**src/rtl/ccd_timing_gen.sv**
```systemverilog
module ccd_timing_gen #(
  parameter int W       = 16,
  parameter int OB      = 48,
  parameter int INV     = 4,
  parameter int VALID   = 21360,
  parameter int TG_MIN  = 500,
  parameter int GAP_MIN = 90,
  parameter int PIX_MIN = 4,
  localparam int NPIX   = OB + 2*INV + VALID,
  localparam int IW     = $clog2(NPIX)
) (
  input  logic          clk,
  input  logic          rst,
  input  logic          run_en,
  input  logic          clamp_mode,
  input  logic [W-1:0]  tg_width,
  input  logic [W-1:0]  gap_width,
  input  logic [W-1:0]  pix_period,
  input  logic [W-1:0]  rb_width,
  output logic          tg,
  output logic          phi1,
  output logic          phi2,
  output logic          phi1l,
  output logic          phi2l,
  output logic          rb,
  output logic          clb,
  output logic          line_start,
  output logic [1:0]    pix_class,
  output logic [IW-1:0] pix_idx
);
  localparam logic [W-1:0]  TGM  = W'(TG_MIN);
  localparam logic [W-1:0]  GPM  = W'(GAP_MIN);
  localparam logic [W-1:0]  PXM  = W'(PIX_MIN);
  localparam logic [IW-1:0] E_OB = IW'(OB);
  localparam logic [IW-1:0] E_I1 = IW'(OB + INV);
  localparam logic [IW-1:0] E_VA = IW'(OB + INV + VALID);
  localparam logic [IW-1:0] LAST = IW'(NPIX - 1);

  typedef enum logic [2:0] {S_IDLE, S_GAP1, S_TG, S_GAP2, S_PIX} st_t;

  st_t           st;
  logic [W-1:0]  cnt;
  logic [IW-1:0] pidx;
  logic [W-1:0]  l_tg, l_gap, l_pix, l_rbw;
  logic          l_mode;

  logic [W-1:0] tg_leg, gap_leg, pix_leg, half, rbw_leg;
  assign tg_leg  = (tg_width   < TGM) ? TGM : tg_width;
  assign gap_leg = (gap_width  < GPM) ? GPM : gap_width;
  assign pix_leg = (pix_period < PXM) ? PXM : pix_period;
  assign half    = {1'b0, pix_leg[W-1:1]};
  assign rbw_leg = (rb_width == '0) ? W'(1) : ((rb_width > half) ? half : rb_width);

  logic pix_end, line_end;
  assign pix_end  = (st == S_PIX) && (cnt == l_pix - 1'b1);
  assign line_end = pix_end && (pidx == LAST);

  always_ff @(posedge clk) begin
    if (rst) begin
      st     <= S_IDLE;
      cnt    <= '0;
      pidx   <= '0;
      l_tg   <= TGM;
      l_gap  <= GPM;
      l_pix  <= PXM;
      l_rbw  <= W'(1);
      l_mode <= 1'b0;
    end else begin
      cnt <= cnt + 1'b1;
      if ((st == S_IDLE && run_en) || (line_end && run_en)) begin
        st     <= S_GAP1;
        cnt    <= '0;
        pidx   <= '0;
        l_tg   <= tg_leg;
        l_gap  <= gap_leg;
        l_pix  <= pix_leg;
        l_rbw  <= rbw_leg;
        l_mode <= clamp_mode;
      end else begin
        unique case (st)
          S_IDLE: cnt <= '0;
          S_GAP1: if (cnt == l_gap - 1'b1) begin st <= S_TG;   cnt <= '0; end
          S_TG:   if (cnt == l_tg  - 1'b1) begin st <= S_GAP2; cnt <= '0; end
          S_GAP2: if (cnt == l_gap - 1'b1) begin st <= S_PIX;  cnt <= '0; pidx <= '0; end
          S_PIX: if (pix_end) begin
            cnt <= '0;
            if (line_end) begin st <= S_IDLE; pidx <= '0; end
            else pidx <= pidx + 1'b1;
          end
          default: st <= S_IDLE;
        endcase
      end
    end
  end

  logic       inpix;
  logic [W:0] rb2;
  assign inpix = (st == S_PIX);
  assign rb2   = {l_rbw, 1'b0};

  assign tg    = (st == S_TG);
  assign phi1  = inpix ? pidx[0] : 1'b1;
  assign phi2  = ~phi1;
  assign phi1l = phi1;
  assign phi2l = phi2;
  assign rb    = inpix ? (cnt < l_rbw) : 1'b1;
  assign clb   = l_mode ? ~tg
               : (inpix ? (cnt >= l_rbw && {1'b0, cnt} < rb2) : 1'b1);
  assign line_start = inpix && pidx == '0 && cnt == '0;
  assign pix_idx    = inpix ? pidx : '0;

  always_comb begin
    if (!inpix)              pix_class = 2'b00;
    else if (pidx < E_OB)    pix_class = 2'b01;
    else if (pidx < E_I1)    pix_class = 2'b10;
    else if (pidx < E_VA)    pix_class = 2'b11;
    else                     pix_class = 2'b10;
  end
endmodule

```
**config.mk**
```make
export PLATFORM = sky130hd
export DESIGN_NAME = ccd_timing_gen
export DESIGN_NICKNAME = d
export VERILOG_FILES = /design/src/rtl/ccd_timing_gen.sv
export SDC_FILE = /design/constraint.sdc
export NUM_CORES = 1
export LEC_CHECK = 0
export BUFFER_PORTS_ARGS = -buffer_cell sky130_fd_sc_hd__buf_2
export CAP_MARGIN = 20
export CORE_AREA = 2 2 144 146
export CTS_BUF_LIST = sky130_fd_sc_hd__clkbuf_2
export CTS_CLUSTER_SIZE = 24
export DETAILED_ROUTE_END_ITERATION = 8
export DIE_AREA = 0 0 146 148
export PLACE_DENSITY_LB_ADDON = 0.05
export SYNTH_ARGS = -nofsm -noshare
export SYNTH_HDL_FRONTEND = slang
export SYNTH_SLANG_ARGS = --single-unit
```
**constraint.sdc**
```tcl
create_clock -name clk -period 3.3 [get_ports clk]
set_clock_uncertainty 0.1 [all_clocks]
set_input_delay 0.66 -clock clk [delete_from_list [all_inputs] [get_ports clk]]
set_output_delay 0.66 -clock clk [all_outputs]
set_load 0.01 [all_outputs]
```
Word level (Yosys, flattened, before mapping)
Index checks and enable logic that the tools add are counted.
Widths: inputs -> output; s select.

cells by class
  muxes and demuxes = 29
  bitwise logic cells = 3
  magnitude comparators = 10
  reductions and logical operators = 18
  add/subtract/negate cells = 5
  equality and inequality tests = 19

operator list
  cell                   count
  $mux 16                8
  $pmux 16 s4            1
  $mux 15                4
  $eq 16x16->1           3
  $sub 16x1->16 const B  3
  $logic_not 16->1       2
  $lt 15x6->1 const B    2
  $pmux 15 s2            1
  $lt 16x17->1           1
  $add 16x1->16 const B  1
  $ge 16x16->1           1
  $gt 16x15->1           1
  $lt 16x16->1           1
  $lt 16x3->1 const B    1
  $lt 16x7->1 const B    1
  $lt 16x9->1 const B    1
  $add 15x1->15 const B  1
  $eq 15x15->1 const B   1
  $logic_not 15->1       1
  $lt 15x15->1 const B   1
  $mux 3                 5
  $pmux 3 s5             1
  $reduce_and 6->1       2
  $ne 2x2->1 const B     4
  16 further kinds       36

storage, ports and cells
  input port bits = 68
  logic and storage cells = 93
  flip-flop bits (word level) = 99

Depth between registers and ports, before layout
Gate-level depths: netlist (run 1).

  depth in word-level cells = 8
  gate-level depth with buffers = 14
  mapped depth without buffers = 12

Worst setup path after synthesis (run 1)
Ideal clock, no wire load.

  path type = input to register
  start = input port pix_period[15]
  end = register l_rbw[11]
  cell stages on the path = 14
  data required time = 3.083 ns
  data arrival time = 3.378 ns
  slack = -0.295 ns
  cell sequence = nor4_1 -> nand4_1 -> and2_1 -> ha_1 -> nand2_1 -> or4_1 -> clkbuf_1 -> nor2_1 -> clkbuf_1 -> nor2_1 -> clkbuf_1 -> o211ai_1 -> nand4_1 -> a22o_1

on the way
  cells in the longest elaborated chain, start to end = 5

RTL lines
  what                  RTL line  text
  from (decl)           18        input logic [W-1:0] pix_period,
  $lt 16x3->1           50        assign pix_leg = (pix_period < PXM) ? PXM : pix_period;
  $mux 16               50
  via pix_leg[1]        47        logic [W-1:0] tg_leg, gap_leg, pix_leg, half, rbw_leg;
  $gt 16x15->1          52        assign rbw_leg = (rb_width == '0) ? W'(1) : ((rb_width > half) ? half : rb_width);
  $mux 16 (2 in a row)  52
  to (signal assigned)  77        l_rbw <= rbw_leg;
  to (decl)             44        logic [W-1:0] l_tg, l_gap, l_pix, l_rbw;

The timed path passes the listed nets, and every way through them passes these cells.
A chain may end at the register's enable or synchronous reset.

Worst setup path in the final report (run 1)
  start = register cnt[3]
  end = output port clb

on the way
  cells in the longest elaborated chain, start to end = 4
  elaborated cells on any way between the ends = 5
  those cells by class = order compare (2); mux (2); reduce/logical (1)

RTL lines
  what                                                 RTL line  text
  from (decl)                                          42        logic [W-1:0] cnt;
  from (signal assigned)                               69        cnt <= cnt + 1'b1;
  $lt 16x17->1 / $ge 16x16->1 (equally long branches)  108       : (inpix ? (cnt >= l_rbw && {1'b0, cnt} < rb2) : 1'b1);
  $logic_and 1x1->1 *                                  108
  $mux 1 *                                             108
  $mux 1 *                                             107       assign clb = l_mode ? ~tg
  to (decl)                                            26        output logic clb,

Every way passes the cells marked *; elsewhere a longest branch is shown, timed or not.

==> impl_results.md, run 1 <==
- Async SR Flop Fraction: 0
- Final design utilization: 0.526
- WP data required: between 2 and 3 ns
- Reg-to-reg slack, setup: -0.08 ns
- Cts-stage hold buffer count: 0
- Synth area leader: dfxtp_1
- Final period util: 1.09
- Yosys top cell area share: 0.250
- CP startpoint: cnt[3]
- Via Count: 8448
- WS Path Type: reg -> out
- Clk Tree Root Cell: clkbuf_2
- Number of library cell types mapped by synthesis: 80
- Initial antenna violation count: 1
- Final cell count without fillers: about 1.5k
- Grt ovf: 0
- Core ar.: 20000 µm²
- Clk_lat worst skew: between 0.6 and 0.7 ns
- First-pass GRT wire length: 41.8 mm
- Die area: 21600 µm²
- Worst Max-Slew Pin Slew: 0.844 ns
- Fin. max-slew vios: 0
- Setup tns final: -1.17 ns
- Post-synth EDFFs: 0
- Cell area after layout: 10500 µm²
- Routability cong.: 0.877
- Final worst path period need: 3.60 ns
- DRT Pass-1 Iters: 5
- Worst setup margin: -0.304 ns
- Leakage Power: approximately 4.5 nW
- # clock sinks: 99
- Net Count, Synth: about 1.1k
- # rows: 52
- Largest cells by area after synthesis: dfxtp_1 25%, ha_1 8.2%, xnor2_1 4.7%
- Initial Util: 0.396
- Detail Route Antenna Nets: 0
- CP Data Arrival Time: around 2.8 ns
- DR vias/cell: about 5.6
- Layout area overhead: 32.8%
- DRT iter0 DRCs: around 520
- Status: finished with violations
- Num ports: 93
- Nets: 1345
- Worst-case vdd ir drop: roughly 270 µV
- H-tree Lvls: 3
- Detail Placement HPWL: between 20 and 25 mm
- Mapped Cells: approximately 1.0k
- Failing checks: setup timing
- Fmax achieved: approximately 280 MHz
- Worst setup endpoint: clb
- Largest net degree at the start of global routing: 35
- Max_cap viols: 0
- Reg clk slew, reported paths: around 0.28 ns
- Crit start category: flip-flop
- Prevailing post-synth register cell: dfxtp_1
- Most common cell in the netlist: dfxtp_1
- Synthesis Warnings: 0
- CTS max path bufs: 2
- CTS Buf Count: 9
- DRT Wirelength: around 27 mm
- Drt drc: 0
- Placed insts: about 1.5k
- Cell Area, Synth: approximately 7900 µm²
- Post-DP Area: about 9500 µm²
- Sequential-to-total area share from yosys stat: 0.250
- Max FO, Critical Path: 7
- PD cells: ~280 nW/µm²
- Hold Crit Class: in -> reg
- RR Startpoint: l_pix[3]
- Final Setup Violations: 26
- Synthesized area per cell: about 7.7 µm²
- DR WL/cell: about 18 µm
- R2R depth: 13
- RSZ-0062 raised after global routing: true
- Synthesized flop and latch total: ~100
- Die width: between 100 and 150 µm
- Final hold viol count: 0
- Crit. End Element: output port
- Crit Reg-Reg Endpoint: pidx[9]
- Tot GR Track Use: 0.241
- Layout cell share with drive strength beyond 1: 0.319
- Die height: approximately 150 µm
- Final Power: approximately 3 mW
- Slew HR: 0.435
- Vias in the first global route: 7692
- Synth cell count leaders: 99 x dfxtp_1, 97 x nor2_1, 64 x a21oi_1, 62 x nand2_1, 58 x inv_1
- CTS tree: built
- Port bufs: just over 90
## registers in the layout, indices dropped and copies added, names as in the netlist
register / flops
l_rbw: 16
l_mode: 1
cnt: 16
pidx: 15
st: 3
l_tg: 16
l_gap: 16
l_pix: 16
## routing by layer
metal | wire, µm | global-route usage
met5 | 0 | 0
met1 | 13000 | 0.338
met3 | 1180 | 0.0355
met4 | 670 | 0.0718
met2 | 12400 | 0.385
## cell type report
cell class | instances | area, µm²
diodes | 1 | 2.50
well taps | 270 | 338
multi-input cells | 800 | 5880
flip-flops and latches | 99 | 2020
clock inverters | 5 | 77.6
repair buffers | 257 | 1950
inverters | 58 | 218
clock buffers | 11 | 55.1
fillers | 2003 | 9500
## power by group
group / switching, mW / total (mW) / internal (mW)
Combinational: 0.520 / 1.00 / 0.482
Clock: 0.421 / 0.675 / 0.254
Sequential: 0.0604 / 1.32 / 1.26
Total: 1.00 / 3.00 / 2.00
## worst max-delay path: stages, from the launching register on
cell      delay, ns
dfxtp_1        0.52
buf_4          0.24
ha_1           0.27
o21a_1         0.11
o21a_1         0.16
o21a_1         0.17
o211ai_1       0.19
a31oi_1        0.11
o311a_1        0.31
buf_2          0.14
## worst min path at each step
stage	start	end	slack [ns]	cells past startpoint
final	tg_width[1]	l_tg[1]	0.14	3
after global routing	tg_width[1]	l_tg[1]	0.06	3
after CTS	tg_width[1]	l_tg[1]	0.1	3
after detailed placement	l_rbw[6]	l_rbw[6]	0.37	1
after global placement	l_rbw[8]	l_rbw[8]	0.36	1
after floorplan	l_rbw[1]	l_rbw[1]	0.34	1
## what timing repair did
| item | in CTS | in global routing |
|---|---|---|
| setup buffers | 12 | 15 |
| gates resized for setup | 33 | 134 |
| pin swaps | 22 | 61 |
| endpoints found under the setup margin | 55 | 102 |
| gates cloned | 1 | 5 |
## kinds of logic after synthesis
logic type / after synthesis / synth area share
AND/OR/NAND/NOR: 415 / 0.284
AO/OA/AOI/OAI: 246 / 0.219
buffers and inverters: 132 / 0.0686
flip-flops: 99 / 0.250
XOR/XNOR: 69 / 0.0761
adder cells (fa/ha/maj): 52 / 0.0820
multiplexers: 16 / 0.0203
## placed cells by master (no fill, tap or decap), types with 7 or more instances in the layout
cell type  instances
buf_4            130
buf_2             92
dfxtp_1           79
nor2_1            73
nand2_1           62
inv_1             55
a21oi_1           50
ha_1              49
nand4_1           43
xnor2_1           42
nor4_1            27
nand3_1           27
xor2_1            26
nor3_1            24
and3_1            22
buf_6             22
o211ai_1          21
a22o_1            21
o21ai_0           17
a31oi_1           17
nor2_4            17
or3_1             16
a21oi_2           15
mux2i_1           15
dfxtp_2           14
or4_1             13
a21o_1            13
and2_1            12
clkbuf_2          11
nor2b_1            8
buf_12             8
nand2b_1           7
o21a_1             7
or2_2              7
o31ai_1            7
nor2_2             7
## through the flow
| stage | worst slack (ns) | hold WS (ns) |
|---|---|---|
| after floorplan | 0.00958 | 0.342 |
| after global placement | -0.255 | 0.364 |
| after detailed placement | -0.293 | 0.367 |
| after CTS | -0.408 | 0.0989 |
| after global routing | -0.419 | 0.0650 |
| final | -0.304 | 0.138 |
(Power assumes the default switching activity.)
==> run 2, diff against run 1 <==
- CTS_BUF_LIST: sky130_fd_sc_hd__clkbuf_2 -> sky130_fd_sc_hd__clkbuf_16
==> run 2 against run 1 <==
Compared with the run above: the run now ends clean; register-to-register slack improved by 0.10 ns; sequential power barely moved; largest cell class unchanged; first-iteration DRC count rose by 4.8%; count of clock-buffer cells in the layout fell by 2; die area did not move; via count fell by 1.7%; critical path type unchanged; sequential cell count did not move; sequential share of layout area rose by 0.10 points; design area fell by 1.5%; clock power rose by 67%.
==> impl_results.md, run 2 (synthesized netlist as in run 1, its figures left out) <==
- Status: finished clean (was finished with violations)
- Initial Util: 0.396 (unchanged)
- Crit. End Element: output port (unchanged)
- Final hold viol count: 0 (unchanged)
- CTS Buf Count: 9 (unchanged)
- Layout area overhead: 30.9% (was 32.8%)
- # clock sinks: 99 (unchanged)
- Layout filler cell count: 2010 (was 2003)
- Cts-stage hold buffer count: 0 (unchanged)
- Reg clk slew, reported paths: 0.07 ns (was 0.28 ns)
- Crit Reg-Reg Endpoint: cnt[4] (was pidx[9])
- Die width: 146 µm (unchanged)
- Tot GR Track Use: 0.242 (was 0.241)
- Hold Path Depth: 1 (was 3)
- R2R depth: 11 (was 13)
- Final Power: 3.39 mW (was 3.00 mW)
- First-pass GRT wire length: 41.9 mm (was 41.8 mm)
- Fin. max-slew vios: 0 (unchanged)
- DRT Wirelength: 26.8 mm (was 27.3 mm)
- CP Data Arrival Time: 2.54 ns (was 2.84 ns)
- Core ar.: 20000 µm² (unchanged)
- Fmax achieved: 303 MHz (was 277 MHz)
- DRT iter0 DRCs: 547 (was 522)
- WP data required: 2.54 ns (about the same)
- Max FO, Critical Path: 7 (unchanged)
- Clk_lat worst skew: 0.36 ns (was 0.62 ns)
- Hold Crit Class: reg -> reg (was in -> reg)
- Num ports: 93 (unchanged)
- Final period util: 0.999 (was 1.09)
- WS Path Type: reg -> out (unchanged)
- HP Start: l_rbw[7] (was tg_width[1])
- Final design utilization: 0.518 (was 0.526)
- Worst-case vdd ir drop: 222 µV (was 273 µV)
- # rows: 52 (unchanged)
- Worst Hold End: l_rbw[7] (was l_tg[1])
- Detail Placement HPWL: 20.4 mm (unchanged)
- H-tree Lvls: 3 (unchanged)
- Slew HR: 0.423 (was 0.435)
- Clk Tree Root Cell: clkbuf_16 (was clkbuf_2)
- Max_cap viols: 0 (unchanged)
- Layout cell share with drive strength beyond 1: 0.284 (was 0.319)
- Port bufs: 92 (unchanged)
- RR Startpoint: l_pix[0] (was l_pix[3])
- Most common cell after layout, fill and taps aside: buf_4 (unchanged)
- DR vias/cell: 5.60 (was 5.63)
- Routability cong.: 0.877 (unchanged)
- Reg-to-reg slack, setup: 0.02 ns (was -0.08 ns)
- PD cells: 326 nW/µm² (was 284 nW/µm²)
- Die height: 148 µm (unchanged)
- Drt drc: 0 (unchanged)
- Setup tns final: 0 ns (was -1.17 ns)
- Antenna cells: 0 (was 1)
- Most frequent cells in the layout: 122 x buf_4, 92 x buf_2, 90 x dfxtp_1 (was 130 x buf_4, 92 x buf_2, 79 x dfxtp_1)
- Crit start category: flip-flop (unchanged)
- Grt ovf: 0 (unchanged)
- Detail Route Antenna Nets: 0 (unchanged)
- Final hold slack: 0.386 ns (was 0.138 ns)
- Vias in the first global route: 7729 (was 7692)
- Leakage Power: 4.45 nW (was 4.51 nW)
- Initial antenna violation count: 0 (was 1)
- DRT Pass-1 Iters: 4 (was 5)
- Nets: 1328 (was 1345)
- Final worst path period need: 3.30 ns (was 3.60 ns)
- Worst Max-Slew Pin Slew: 0.862 ns (was 0.844 ns)
- RSZ-0062 raised after global routing: true (unchanged)
- Via Count: 8303 (was 8448)
- CTS tree: built (unchanged)
- DR WL/cell: 18.1 µm (was 18.2 µm)
- CTS max path bufs: 2 (unchanged)
- Final Setup Violations: 0 (was 26)
- Die area: 21600 µm² (unchanged)
- Largest net degree at the start of global routing: 35 (unchanged)
## run 2: how the worst max path moves through the flow
stage / startpoint / cells after the start / slack, ns / endpoint
after floorplan: pix_period[7] / 14 / 0.01 / l_rbw[11]
after global placement: pix_period[7] / 11 / -0.25 / l_rbw[9]
after detailed placement: pix_period[7] / 11 / -0.29 / l_rbw[12]
after CTS: l_pix[3] / 12 / -0.09 / l_rbw[1]
after global routing: l_pix[0] / 12 / -0.11 / l_rbw[1]
final: cnt[3] / 9 / 0.005 / clb
## run 2: what timing repair did
| item | 4_1_cts | 5_1_grt |
|---|---|---|
| buffers inserted | 10 | 1 |
| pin swaps | 23 | 49 |
| gates cloned | 1 | 4 |
| resized for setup | 24 | 98 |
| setup endpoints to repair | 48 | 101 |
## run 2: power breakdown
part / switching (mW) / leakage, nW / internal, mW
combinational: 0.499 / 3.48 / 0.443
sequential: 0.0599 / 0.814 / 1.26
clock: 0.470 / 0.158 / 0.657
## run 2: final cells by class
class                      instances  area (µm²)  share of cell area
inverter                          58         218              0.0210
multi-input combinational        799        5780               0.556
clock inverter                     7        85.1             0.00819
sequential                        99        2000               0.193
tap                              270         338              0.0325
timing repair buffer             241        1740               0.168
clock buffer                       9         225              0.0217
## run 2: routing by layer
layer / GRT usage / part of all wire / routed length, µm
met1: 0.339 / 0.47 / 12600
met2: 0.386 / 0.46 / 12200
met3: 0.0309 / 0.049 / 1310
met4: 0.0782 / 0.025 / 663
met5: 0 / 0 / 0
## run 2: critical path: stages, from the launching register on
cell and delay (ns):
dfxtp_1 0.46, buf_4 0.24, ha_1 0.27, o21a_1 0.11, o21a_1 0.16, o21a_1 0.17, o211ai_1 0.21, a31oi_1 0.11
o311a_1 0.30, buf_2 0.14
## run 2: through the flow
stage / cell area, µm² / worst slack, ns / std cells
6_report: 10400 / 0.00457 / 1483
5_1_grt: 10400 / -0.112 / 1483
4_1_cts: 9960 / -0.0927 / 1478
3_5_place_dp: 9490 / -0.293 / 1452
3_3_place_gp: 9490 / -0.255 / 1452
2_1_floorplan: 7970 / 0.00958 / 1029
==> run 3, diff against run 2 <==
- CORE_AREA: 2 2 144 146 -> 2 2 185 115
- DIE_AREA: 0 0 146 148 -> 0 0 187 117
==> run 3 against run 2 <==
Compared with the run above: the flow now finishes with violations (setup timing); sequential share of layout area fell by 0.24 points; via count rose by 4.1%; register-to-register slack barely moved; clock power rose by 12%; cell count rose by 1.6%; hold slack got worse by 0.0010 ns; wire length rose by 10%; first-iteration DRC count rose by 58%; critical path depth rose by 2; design area rose by 1.3%; maximum frequency fell by 1.4%; non-clock buffer count rose by 14; highest routed layer is now met5.
==> impl_results.md, run 3 (synthesized netlist as in run 1, its figures left out) <==
- Hold Path Depth: 1 (unchanged)
- Vias in the first global route: 7661 (was 7729)
- Largest net degree at the start of global routing: 39 (was 35)
- DR WL/cell: 19.6 µm (was 18.1 µm)
- Hold Crit Class: reg -> reg (unchanged)
- Final hold viol count: 0 (unchanged)
- Post-DP Area: 9590 µm² (was 9490 µm²)
- CTS Buf Count: 9 (unchanged)
- Antenna cells: 0 (unchanged)
- Initial Util: 0.390 (was 0.396)
- Setup tns final: -0.0426 ns (was 0 ns)
- Max_cap viols: 0 (unchanged)
- Status: finished with violations (was finished clean)
- Layout cell share with drive strength beyond 1: 0.301 (was 0.284)
- Detail Route Antenna Nets: 0 (unchanged)
- # rows: 41 (was 52)
- Placed insts: 1468 (was 1452)
- DRT iter0 DRCs: 862 (was 547)
- Most frequent cells in the layout: 142 x buf_4, 92 x buf_2, 89 x nor2_1 (was 122 x buf_4, 92 x buf_2, 90 x dfxtp_1)
- Fin. max-slew vios: 0 (unchanged)
- Max FO, Critical Path: 2 (was 7)
- Drt drc: 0 (unchanged)
- First-pass GRT wire length: 44.7 mm (was 41.9 mm)
- Nets: 1342 (was 1328)
- Reg clk slew, reported paths: 0.07 ns (about the same)
- # clock sinks: 99 (unchanged)
- Cell area after layout: 10500 µm² (was 10400 µm²)
- Crit. End Element: output port (unchanged)
- Fmax achieved: 299 MHz (was 303 MHz)
- WP data required: 2.54 ns (about the same)
- Die width: 187 µm (was 146 µm)
- Die area: 21900 µm² (was 21600 µm²)
- Via Count: 8643 (was 8303)
- WS Path Type: reg -> out (unchanged)
- H-tree Lvls: 3 (unchanged)
- Final period util: 1.01 (was 0.999)
- Clk Tree Root Cell: clkbuf_16 (unchanged)
- DRT Pass-1 Iters: 6 (was 4)
- Crit Reg-Reg Endpoint: pidx[14] (was cnt[4])
- RR Startpoint: l_pix[0] (unchanged)
- Reg-to-reg slack, setup: 0.02 ns (about the same)
- Detail Placement HPWL: 23.0 mm (was 20.4 mm)
- CTS tree: built (unchanged)
- PD cells: 341 nW/µm² (was 326 nW/µm²)
- Layout filler cell count: 2015 (was 2010)
- RSZ-0062 raised after global routing: true (unchanged)
- Worst Max-Slew Pin Slew: 0.673 ns (was 0.862 ns)
- Failing checks: setup timing
- Core ar.: 20400 µm² (was 20000 µm²)
- Final worst path period need: 3.34 ns (was 3.30 ns)
- HP Start: l_rbw[1] (was l_rbw[7])
- Routability cong.: 0.957 (was 0.877)
- DR vias/cell: 5.74 (was 5.60)
- Final cell count without fillers: 1506 (was 1483)
- R2R depth: 15 (was 11)
- Place WS: -0.208 ns (was -0.293 ns)
- Crit start category: flip-flop (unchanged)
- Tot GR Track Use: 0.266 (was 0.242)
- DRT Wirelength: 29.5 mm (was 26.8 mm)
- Port bufs: 92 (unchanged)
- Initial antenna violation count: 0 (unchanged)
- Grt ovf: 0 (unchanged)
- Clk_lat worst skew: 0.37 ns (was 0.36 ns)
- CP Data Arrival Time: 2.58 ns (was 2.54 ns)
- Worst-case vdd ir drop: 272 µV (was 222 µV)
- Layout area overhead: 32.5% (was 30.9%)
- Worst setup margin: -0.0426 ns (was 0.00457 ns)
- Die height: 117 µm (was 148 µm)
- Most common cell after layout, fill and taps aside: buf_4 (unchanged)
- Leakage Power: 4.52 nW (was 4.45 nW)
- CTS max path bufs: 2 (unchanged)
- Slew HR: 0.551 (was 0.423)
- Final Setup Violations: 1 (was 0)
- Worst Hold End: l_rbw[1] (was l_rbw[7])
- Num ports: 93 (unchanged)
## run 3: cell types whose count changed in the layout (fill, tap and decap cells not counted), moves of 6 or more
cell,previous run,this run
buf_6,21,13
buf_4,122,142
nor2_1,79,89
nor4_1,26,20
dfxtp_1,90,84
dfxtp_2,5,14
nor2_4,15,2
## run 3: area by class of cell
type / instances / area [µm²] / area share
inverters: 58 / 218 / 0.0207
well taps: 279 / 349 / 0.0332
flip-flops and latches: 99 / 2000 / 0.190
clock buffers: 9 / 225 / 0.0214
repair buffers: 255 / 1840 / 0.175
clock inverters: 7 / 118 / 0.0112
multi-input cells: 799 / 5770 / 0.548
## run 3: stage by stage
stage	util	hold slack, ns	total power [mW]
detailed placement	0.471	0.367	2.23
global placement	0.471	0.361	2.24
floorplan	-	0.342	1.86
CTS	0.493	0.380	3.50
global route	0.517	0.397	3.75
finish	0.517	0.385	3.58
## run 3: worst max path at each step
stage,end,startpoint
2_1_floorplan,l_rbw[11],pix_period[7]
3_3_place_gp,l_rbw[6],pix_period[15]
3_5_place_dp,l_rbw[12],pix_period[15]
4_1_cts,clb,l_rbw[1]
5_1_grt,clb,l_rbw[1]
6_report,clb,l_rbw[1]
## run 3: where the power goes
group	switching, mW	internal [mW]	leakage [nW]	total (mW)
clock	0.516	0.740	0.163	1.26
sequential	0.0642	1.26	0.813	1.32
combinational	0.536	0.469	3.55	1.01
## run 3: timing repair
item                                    in CTS  in global routing
hold buffers                                 0                  0
pin swaps                                    6                 41
setup buffers                                4                 17
gates resized for setup                     19                 88
gates cloned                                 1                  2
endpoints found under the setup margin      67                 94
## run 3: metal layers
metal,up-vias,part of all wire,track usage
met2,341,0.36,0.333
met4,2,0.0051,0.0354
met1,4086,0.53,0.426
li1,4200,-,-
met5,-,0.0026,0.0256
met3,14,0.11,0.0877
## run 3: critical path, cell delays in order (launching register included)
cell and delay [ns]:
dfxtp_2 0.34, inv_2 0.05, ha_4 0.21, nor2b_4 0.12, o21a_1 0.17, o21a_1 0.17
o21a_1 0.17, o21a_1 0.16, o211ai_1 0.22, a31oi_1 0.12, o311a_1 0.33, buf_2 0.16
